`config.mk`:
```
export PLATFORM = sky130hd
export DESIGN_NAME = sar_seq
export DESIGN_NICKNAME = d
export VERILOG_FILES = /design/src/rtl/sar_pkg.sv /design/src/rtl/sar_tick_gen.sv /design/src/rtl/sar_fsm.sv /design/src/rtl/sar_regs.sv /design/src/rtl/sar_seq.sv
export SDC_FILE = /design/constraint.sdc
export NUM_CORES = 1
export LEC_CHECK = 0
export ABC_AREA = 0
export BUFFER_PORTS_ARGS = -buffer_cell sky130_fd_sc_hd__buf_2
export CORE_MARGIN = 2
export CORE_UTILIZATION = 35
export CTS_CLUSTER_DIAMETER = 200
export DETAILED_ROUTE_END_ITERATION = 16
export HOLD_SLACK_MARGIN = 0.06
export PLACE_DENSITY = 0.49
export SKIP_LAST_GASP = 1
export SYNTH_ARGS = -nofsm -noshare
export SYNTH_HDL_FRONTEND = slang
export SYNTH_SLANG_ARGS = --single-unit
```
`constraint.sdc`:
```
create_clock -name clk -period 4 [get_ports clk]
set_input_delay 0.6 -clock clk [delete_from_list [all_inputs] [get_ports clk]]
set_output_delay 0.6 -clock clk [all_outputs]
set_load 0.02 [all_outputs]
```
`src/rtl/sar_pkg.sv`:
```
package sar_pkg;

    localparam int unsigned REG_W = 8;

    localparam logic [1:0] ADDR_CTRL = 2'd0;
    localparam logic [1:0] ADDR_CFG  = 2'd1;
    localparam logic [1:0] ADDR_RHI  = 2'd2;
    localparam logic [1:0] ADDR_RLO  = 2'd3;

    localparam int unsigned CTRL_EN   = 0;
    localparam int unsigned CTRL_FLAG = 1;
    localparam int unsigned CTRL_GO   = 2;
    localparam int unsigned CFG_CSHI  = 6;
    localparam int unsigned CFG_JUST  = 7;

    typedef enum logic [2:0] {
        S_IDLE,
        S_SETTLE,
        S_ARM,
        S_BITS,
        S_LAST
    } sar_state_e;

endpackage

```
`src/rtl/sar_tick_gen.sv`:
```
module sar_tick_gen #(
    parameter int unsigned MAX_SHIFT = 6
) (
    input  logic       clk,
    input  logic       rst_n,
    input  logic       restart,
    input  logic       run,
    input  logic       rc_sel,
    input  logic [2:0] div_shift,
    input  logic       rc_tick,
    output logic       tick
);
    localparam int unsigned CW = MAX_SHIFT;

    logic [CW-1:0] cnt_q;
    logic [CW-1:0] lim;
    logic          div_hit;

    assign lim     = CW'((32'd1 << div_shift) - 32'd1);
    assign div_hit = (cnt_q == lim);

    always_ff @(posedge clk or negedge rst_n) begin
        if (!rst_n) begin
            cnt_q <= '0;
        end else if (restart || div_hit) begin
            cnt_q <= '0;
        end else begin
            cnt_q <= cnt_q + 1'b1;
        end
    end

    assign tick = run && (rc_sel ? rc_tick : div_hit);

endmodule

```
`src/rtl/sar_fsm.sv`:
```
module sar_fsm #(
    parameter int unsigned RES_W      = 10,
    parameter int unsigned SETTLE_CYC = 4
) (
    input  logic             clk,
    input  logic             rst_n,
    input  logic             start,
    input  logic             abort,
    input  logic             tick,
    input  logic             rc_sel,
    input  logic             cmp,
    output logic             busy,
    output logic             hold,
    output logic             done,
    output logic [RES_W-1:0] code
);
    import sar_pkg::*;

    localparam int unsigned IW  = $clog2(RES_W);
    localparam int unsigned WCW = $clog2(SETTLE_CYC + 1);

    sar_state_e       state_q, state_d;
    logic [RES_W-1:0] sar_q;
    logic [IW-1:0]    idx_q;
    logic [WCW-1:0]   wcnt_q;

    always_comb begin
        state_d = state_q;
        unique case (state_q)
            S_IDLE:   if (start) state_d = rc_sel ? S_SETTLE : S_ARM;
            S_SETTLE: if (wcnt_q == WCW'(SETTLE_CYC - 1)) state_d = S_ARM;
            S_ARM:    if (tick) state_d = S_BITS;
            S_BITS:   if (tick && idx_q == '0) state_d = S_LAST;
            S_LAST:   if (tick) state_d = S_IDLE;
            default:  state_d = S_IDLE;
        endcase
        if (abort && state_q != S_IDLE) state_d = S_IDLE;
    end

    always_ff @(posedge clk or negedge rst_n) begin
        if (!rst_n) state_q <= S_IDLE;
        else        state_q <= state_d;
    end

    always_ff @(posedge clk or negedge rst_n) begin
        if (!rst_n) begin
            sar_q  <= '0;
            idx_q  <= '0;
            wcnt_q <= '0;
        end else begin
            if (state_q == S_IDLE && start) begin
                wcnt_q <= '0;
            end else if (state_q == S_SETTLE) begin
                wcnt_q <= wcnt_q + 1'b1;
            end
            if (state_q == S_ARM && tick && !abort) begin
                sar_q <= {1'b1, {(RES_W-1){1'b0}}};
                idx_q <= IW'(RES_W - 1);
            end else if (state_q == S_BITS && tick && !abort) begin
                sar_q[idx_q] <= cmp;
                if (idx_q != '0) begin
                    sar_q[idx_q - 1'b1] <= 1'b1;
                    idx_q <= idx_q - 1'b1;
                end
            end
        end
    end

    always_comb begin
        busy = (state_q != S_IDLE);
        hold = (state_q == S_BITS) || (state_q == S_LAST);
        done = (state_q == S_LAST) && tick && !abort;
        code = sar_q;
    end

endmodule

```
`src/rtl/sar_regs.sv`:
```
module sar_regs #(
    parameter int unsigned RES_W = 10
) (
    input  logic                     clk,
    input  logic                     rst_n,
    input  logic                     wr_en,
    input  logic [1:0]               wr_addr,
    input  logic [sar_pkg::REG_W-1:0] wr_data,
    input  logic [1:0]               rd_addr,
    input  logic                     busy,
    input  logic                     done,
    input  logic [RES_W-1:0]         result,
    output logic [sar_pkg::REG_W-1:0] rd_data,
    output logic                     start,
    output logic                     abort_sw,
    output logic                     en,
    output logic                     flag,
    output logic                     just,
    output logic                     cs_hi,
    output logic [1:0]               cs_lo,
    output logic [2:0]               chan,
    output logic [3:0]               pcfg,
    output logic [2*sar_pkg::REG_W-1:0] res_pair
);
    import sar_pkg::*;

    localparam int unsigned PW  = 2 * REG_W;
    localparam int unsigned PAD = PW - RES_W;

    logic             wr_ctrl, wr_cfg;
    logic [REG_W-1:0] rhi_q, rlo_q;
    logic [PW-1:0]    fmt;

    assign wr_ctrl  = wr_en && (wr_addr == ADDR_CTRL);
    assign wr_cfg   = wr_en && (wr_addr == ADDR_CFG);
    assign start    = wr_ctrl && wr_data[CTRL_GO] && en && !busy;
    assign abort_sw = wr_ctrl && busy && (!wr_data[CTRL_GO] || !wr_data[CTRL_EN]);

    always_ff @(posedge clk or negedge rst_n) begin
        if (!rst_n) begin
            en    <= 1'b0;
            flag  <= 1'b0;
            chan  <= '0;
            cs_lo <= '0;
            just  <= 1'b0;
            cs_hi <= 1'b0;
            pcfg  <= '0;
        end else begin
            if (wr_ctrl) begin
                en    <= wr_data[CTRL_EN];
                chan  <= wr_data[5:3];
                cs_lo <= wr_data[7:6];
            end
            if (done)         flag <= 1'b1;
            else if (wr_ctrl) flag <= wr_data[CTRL_FLAG];
            if (wr_cfg) begin
                just  <= wr_data[CFG_JUST];
                cs_hi <= wr_data[CFG_CSHI];
                pcfg  <= wr_data[3:0];
            end
        end
    end

    always_comb begin
        fmt = just ? {{PAD{1'b0}}, result} : {result, {PAD{1'b0}}};
    end

    // result pair has no reset: it survives reset as general storage
    always_ff @(posedge clk) begin
        if (done) begin
            rhi_q <= fmt[PW-1:REG_W];
            rlo_q <= fmt[REG_W-1:0];
        end else if (wr_en && !en) begin
            if (wr_addr == ADDR_RHI) rhi_q <= wr_data;
            if (wr_addr == ADDR_RLO) rlo_q <= wr_data;
        end
    end

    assign res_pair = {rhi_q, rlo_q};

    always_comb begin
        unique case (rd_addr)
            ADDR_CTRL: rd_data = {cs_lo, chan, busy, flag, en};
            ADDR_CFG:  rd_data = {just, cs_hi, 2'b00, pcfg};
            ADDR_RHI:  rd_data = rhi_q;
            default:   rd_data = rlo_q;
        endcase
    end

endmodule

```
`src/rtl/sar_seq.sv`:
```
module sar_seq #(
    parameter int unsigned RES_W      = 10,
    parameter int unsigned SETTLE_CYC = 4,
    parameter int unsigned MAX_SHIFT  = 6
) (
    input  logic             clk,
    input  logic             rst_n,
    input  logic             wr_en,
    input  logic [1:0]       wr_addr,
    input  logic [7:0]       wr_data,
    input  logic [1:0]       rd_addr,
    output logic [7:0]       rd_data,
    input  logic             rc_tick_i,
    input  logic             sleep_i,
    input  logic             cmp_i,
    input  logic             irq_en_i,
    output logic             hold_o,
    output logic [RES_W-1:0] dac_code_o,
    output logic [2:0]       chan_o,
    output logic [3:0]       pin_cfg_o,
    output logic             active_o,
    output logic             irq_o
);
    logic             start, abort_sw, abort, sleep_abort;
    logic             en, flag, just, cs_hi;
    logic [1:0]       cs_lo;
    logic [2:0]       chan;
    logic [3:0]       pcfg;
    logic [15:0]      res_pair;
    logic             busy, done, tick, rc_sel;
    logic [2:0]       div_shift;
    logic [RES_W-1:0] code;

    assign rc_sel      = (cs_lo == 2'b11);
    assign div_shift   = 3'd1 + {2'b00, cs_hi} + {cs_lo, 1'b0};
    assign sleep_abort = sleep_i && !rc_sel && busy;
    assign abort       = abort_sw || sleep_abort;

    sar_regs #(.RES_W(RES_W)) regs_i (
        .clk(clk), .rst_n(rst_n),
        .wr_en(wr_en), .wr_addr(wr_addr), .wr_data(wr_data),
        .rd_addr(rd_addr), .busy(busy), .done(done), .result(code),
        .rd_data(rd_data), .start(start), .abort_sw(abort_sw),
        .en(en), .flag(flag), .just(just), .cs_hi(cs_hi), .cs_lo(cs_lo),
        .chan(chan), .pcfg(pcfg), .res_pair(res_pair)
    );

    sar_tick_gen #(.MAX_SHIFT(MAX_SHIFT)) tick_i (
        .clk(clk), .rst_n(rst_n), .restart(start), .run(busy),
        .rc_sel(rc_sel), .div_shift(div_shift), .rc_tick(rc_tick_i),
        .tick(tick)
    );

    sar_fsm #(.RES_W(RES_W), .SETTLE_CYC(SETTLE_CYC)) fsm_i (
        .clk(clk), .rst_n(rst_n), .start(start), .abort(abort),
        .tick(tick), .rc_sel(rc_sel), .cmp(cmp_i),
        .busy(busy), .hold(hold_o), .done(done), .code(code)
    );

    assign dac_code_o = code;
    assign chan_o     = chan;
    assign pin_cfg_o  = pcfg;
    assign active_o   = en && (!sleep_i || busy);
    assign irq_o      = flag && irq_en_i;

endmodule

```
==> results.cfg <==
[floorplan]
core_mm2 = 0.00933
std_cell_rows = 35
die_h_um = 103
die_area_mm2 = 0.0105
io_pins = 47
dieWidth_um = 103
initial_core_util_pct = 36.4

[layout]
antennaDiodeCount = 0
drive_gt1_share_pct = 24.2
final_common_cell = buf_2
fill_cells = 934
nets = 403
final_cell_mix = 46 x buf_2, 39 x dfrtp_1, 27 x nor2_1, 26 x nand2_1, 23 x o21ai_0
regArea_mm2 = 0.00146
multiInputGateArea_mm2 = 0.00175
finalInstanceArea_mm2 = 0.00379
area_growth_pct = 11.5

[sta]
rsz0062_at_grt = no
period_share_pct = 85.5
tns_ps = 0
timing.fmax_ghz = 0.292
clock_skew_ps = 19.6
fin_crit_ps = 3420
slew_violations = 0
slew-limit-headroom_pct = 21.7
setup_viol = 0
final_hold_viol_count = 0
tightest_slew_ps = 1160

[drt]
first_pass_iters = 4
via_count = 2680
drtAntennaViolNets = 0
drt-total-wl_mm = 8.41
routedWlPerCell_um = 16.7
dr.first_iter.drc_count = 87
viasPerCell = 5.31
drc = 0

[synthesis]
syn-instance-count = 340
yosys.area_share.xor_xnor_pct = 2.32
synth_fa_ha_area_share_pct = 3.32
synth_ff_type = dfrtp_1
synth_compound_gate_area_share_pct = 20.3
synth_mux_area_share_pct = 11.3
synth-simple-area-share_pct = 14.2
yosysUniqueCellTypes = 61
syn_area_mm2 = 0.00340
synth_seq_cells = 55
synth_edf_count = 16
yosys_warnings = 0
async_reset_ff_share_pct = 70.9
synth_top_family_by_area = compound AO/OA/AOI/OAI gates
synth-seq-area-share_pct = 42.9
synth.avg_cell_area_um2 = 9.99
syn-num-nets = 368

[worst_setup_path]
path_buf_inv = 1
reg2reg_from = regs_i.cs_lo[0]$_DFFE_PN0P_
start_kind = flop
cpMaxStageDelayCell = dfrtp_1
worstPathArrival_ps = 3400
cp_top_family = compound AO/OA/AOI/OAI gates
worstSetupPathType = reg2reg
path_max_fanout = 19
required_ps = 3980
cp-end-kind = flop
r2r_cells = 10
r2r_end = regs_i.rhi_q[7]$_DFFE_PP_
cpMostUsedCell = nand2_1
reg2reg_slack_ps = 580
critical-path-max-stage-delay_ps = 590
crit_chain = nand2_1 > inv_1 > nand2_1 > ha_1 > xor2_1 > and4b_1 > a211oi_1 > o41a_1 > or2_1 > o31ai_1

[clock_tree]
clockRootBuffer = clkbuf_8
clk_pin_slew_ps = 120
cts_sinks = 55
cts_resized = 0
clkLatencyLatePin_ps = 320
cts_buffer_depth = 2
cts-buffers-inserted = 5
postCtsSetupBuffers = 0
htreeDepth = 2
cts_tree = done
hold_buffers = 0

[placement]
io_buffer_count = 46
gp_congestion = 0.787
dpl-instance-area_mm2 = 0.00369
hpwl_mm = 6.18

[global_route]
grt_pass1_vias = 2656
grt_pass1_wl_mm = 13.7
grt_max_degree = 40
antenna_found_initial = 0
grt_overflow = 0
grtUsageTotal_pct = 16.8

[power_and_ir_drop]
swShare_pct = 43.3
seqPwrFrac_pct = 42.2
combPwrFrac_pct = 41.9
switchingPower_mw = 0.913
p_leak_nw = 1.58
power_frac_clock_pct = 16.0
ir_worst_vdd_mv = 0.208
p_int_mw = 1.20
cellPowerDensity_mw_per_mm2 = 557

[run]
drv_cap = 0

[hold_path]
hp-class = in2async

[status]
status = complete, no violations
-- state kept, by name, indices dropped and copies added, names as in the netlist --
register       cells
regs_i.rlo_q       8
fsm_i.idx_q        4
tick_i.cnt_q       6
fsm_i.code        10
regs_i.rhi_q       8
regs_i.pcfg        4
regs_i.cs_lo       2
regs_i.en          1
regs_i.chan        3
fsm_i.wcnt_q       3
regs_i.just        1
fsm_i.state_q      3
regs_i.flag        1
regs_i.cs_hi       1
-- synth_stat cells, types with 8 or more instances --
cell      count  area [um^2]
dfrtp_1      39          976
nor2_1       27          101
nand2_1      26         97.6
o21ai_0      23          115
a21oi_1      17         85.1
edfxtp_1     16          480
inv_1        16         60.1
mux2_2       16          180
clkbuf_1     11         41.3
a22o_1       10         87.6
nand3_1      10         50.1
a31oi_1       9         56.3
ha_1          9          113
o21ai_1       8         40.0
-- metal layers --
layer  vias up  wire, um  track usage, %  share of wire, %
met5         -         0               0                 0
met4         0        91            4.00               1.1
met3         8       435            3.19               5.2
met2        73      3850            26.9                46
met1      1270      4040            23.8                48
li1       1329         -               -                 -
-- how the worst max path moves through the flow --
stage,start,to,slack (ps),cells past startpoint
floorplan,regs_i.cs_lo[0]$_DFFE_PN0P_,regs_i.rhi_q[0]$_DFFE_PP_,880,11
global placement,regs_i.cs_lo[0]$_DFFE_PN0P_,regs_i.rhi_q[4]$_DFFE_PP_,670,10
detailed placement,regs_i.cs_lo[0]$_DFFE_PN0P_,regs_i.rhi_q[4]$_DFFE_PP_,600,10
CTS,regs_i.cs_lo[0]$_DFFE_PN0P_,regs_i.rhi_q[3]$_DFFE_PP_,580,10
global route,regs_i.cs_lo[0]$_DFFE_PN0P_,regs_i.rlo_q[0]$_DFFE_PP_,220,10
finish,regs_i.cs_lo[0]$_DFFE_PN0P_,regs_i.rhi_q[7]$_DFFE_PP_,580,10
-- worst reg2reg max path, stage by stage (launching register included) --
cell and delay [ps]:
dfrtp_1 590, nand2_1 190, inv_1 120, nand2_1 60, ha_1 250, xor2_1 170, and4b_1 200, a211oi_1 380
o41a_1 230, or2_1 480, o31ai_1 420
-- through the flow --
stage	power (mW)	cells	setup slack, ps	hold WS [ps]	util, %
after floorplan	1.54	340	880	304	-
final	2.11	505	580	417	40.6
after detailed placement	1.78	497	596	470	39.6
after global routing	2.29	505	215	503	40.6
after CTS	2.13	505	575	456	40.6
after global placement	1.78	497	667	467	39.6
-- power groups by stage --
stage | Combinational [mW] | Clock (mW) | Sequential (mW)
floorplan | 0.699 | 0 | 0.843
global placement | 0.883 | 0 | 0.899
detailed placement | 0.880 | 0 | 0.903
CTS | 0.887 | 0.356 | 0.889
global route | 0.994 | 0.379 | 0.919
finish | 0.883 | 0.337 | 0.890
-- layout make-up --
type	instances	share of cell area [%]
multi-input cells	246	46.2
flip-flops and latches	55	38.5
repair buffers	50	6.87
well taps	129	4.26
clock buffers	5	1.82
inverters	17	1.68
clock inverters	3	0.727
-- kinds of logic (layout without fill, tap and decap cells) --
logic type               Yosys count  in the layout
AO/OA/AOI/OAI                    104            104
XOR/XNOR                           9              9
adder cells (fa/ha/maj)            9              9
buffers and inverters             39             75
flip-flops                        55             55
multiplexers                      29             29
AND/OR/NAND/NOR                   95             95
Note: power is estimated with default switching activity, not from simulation.
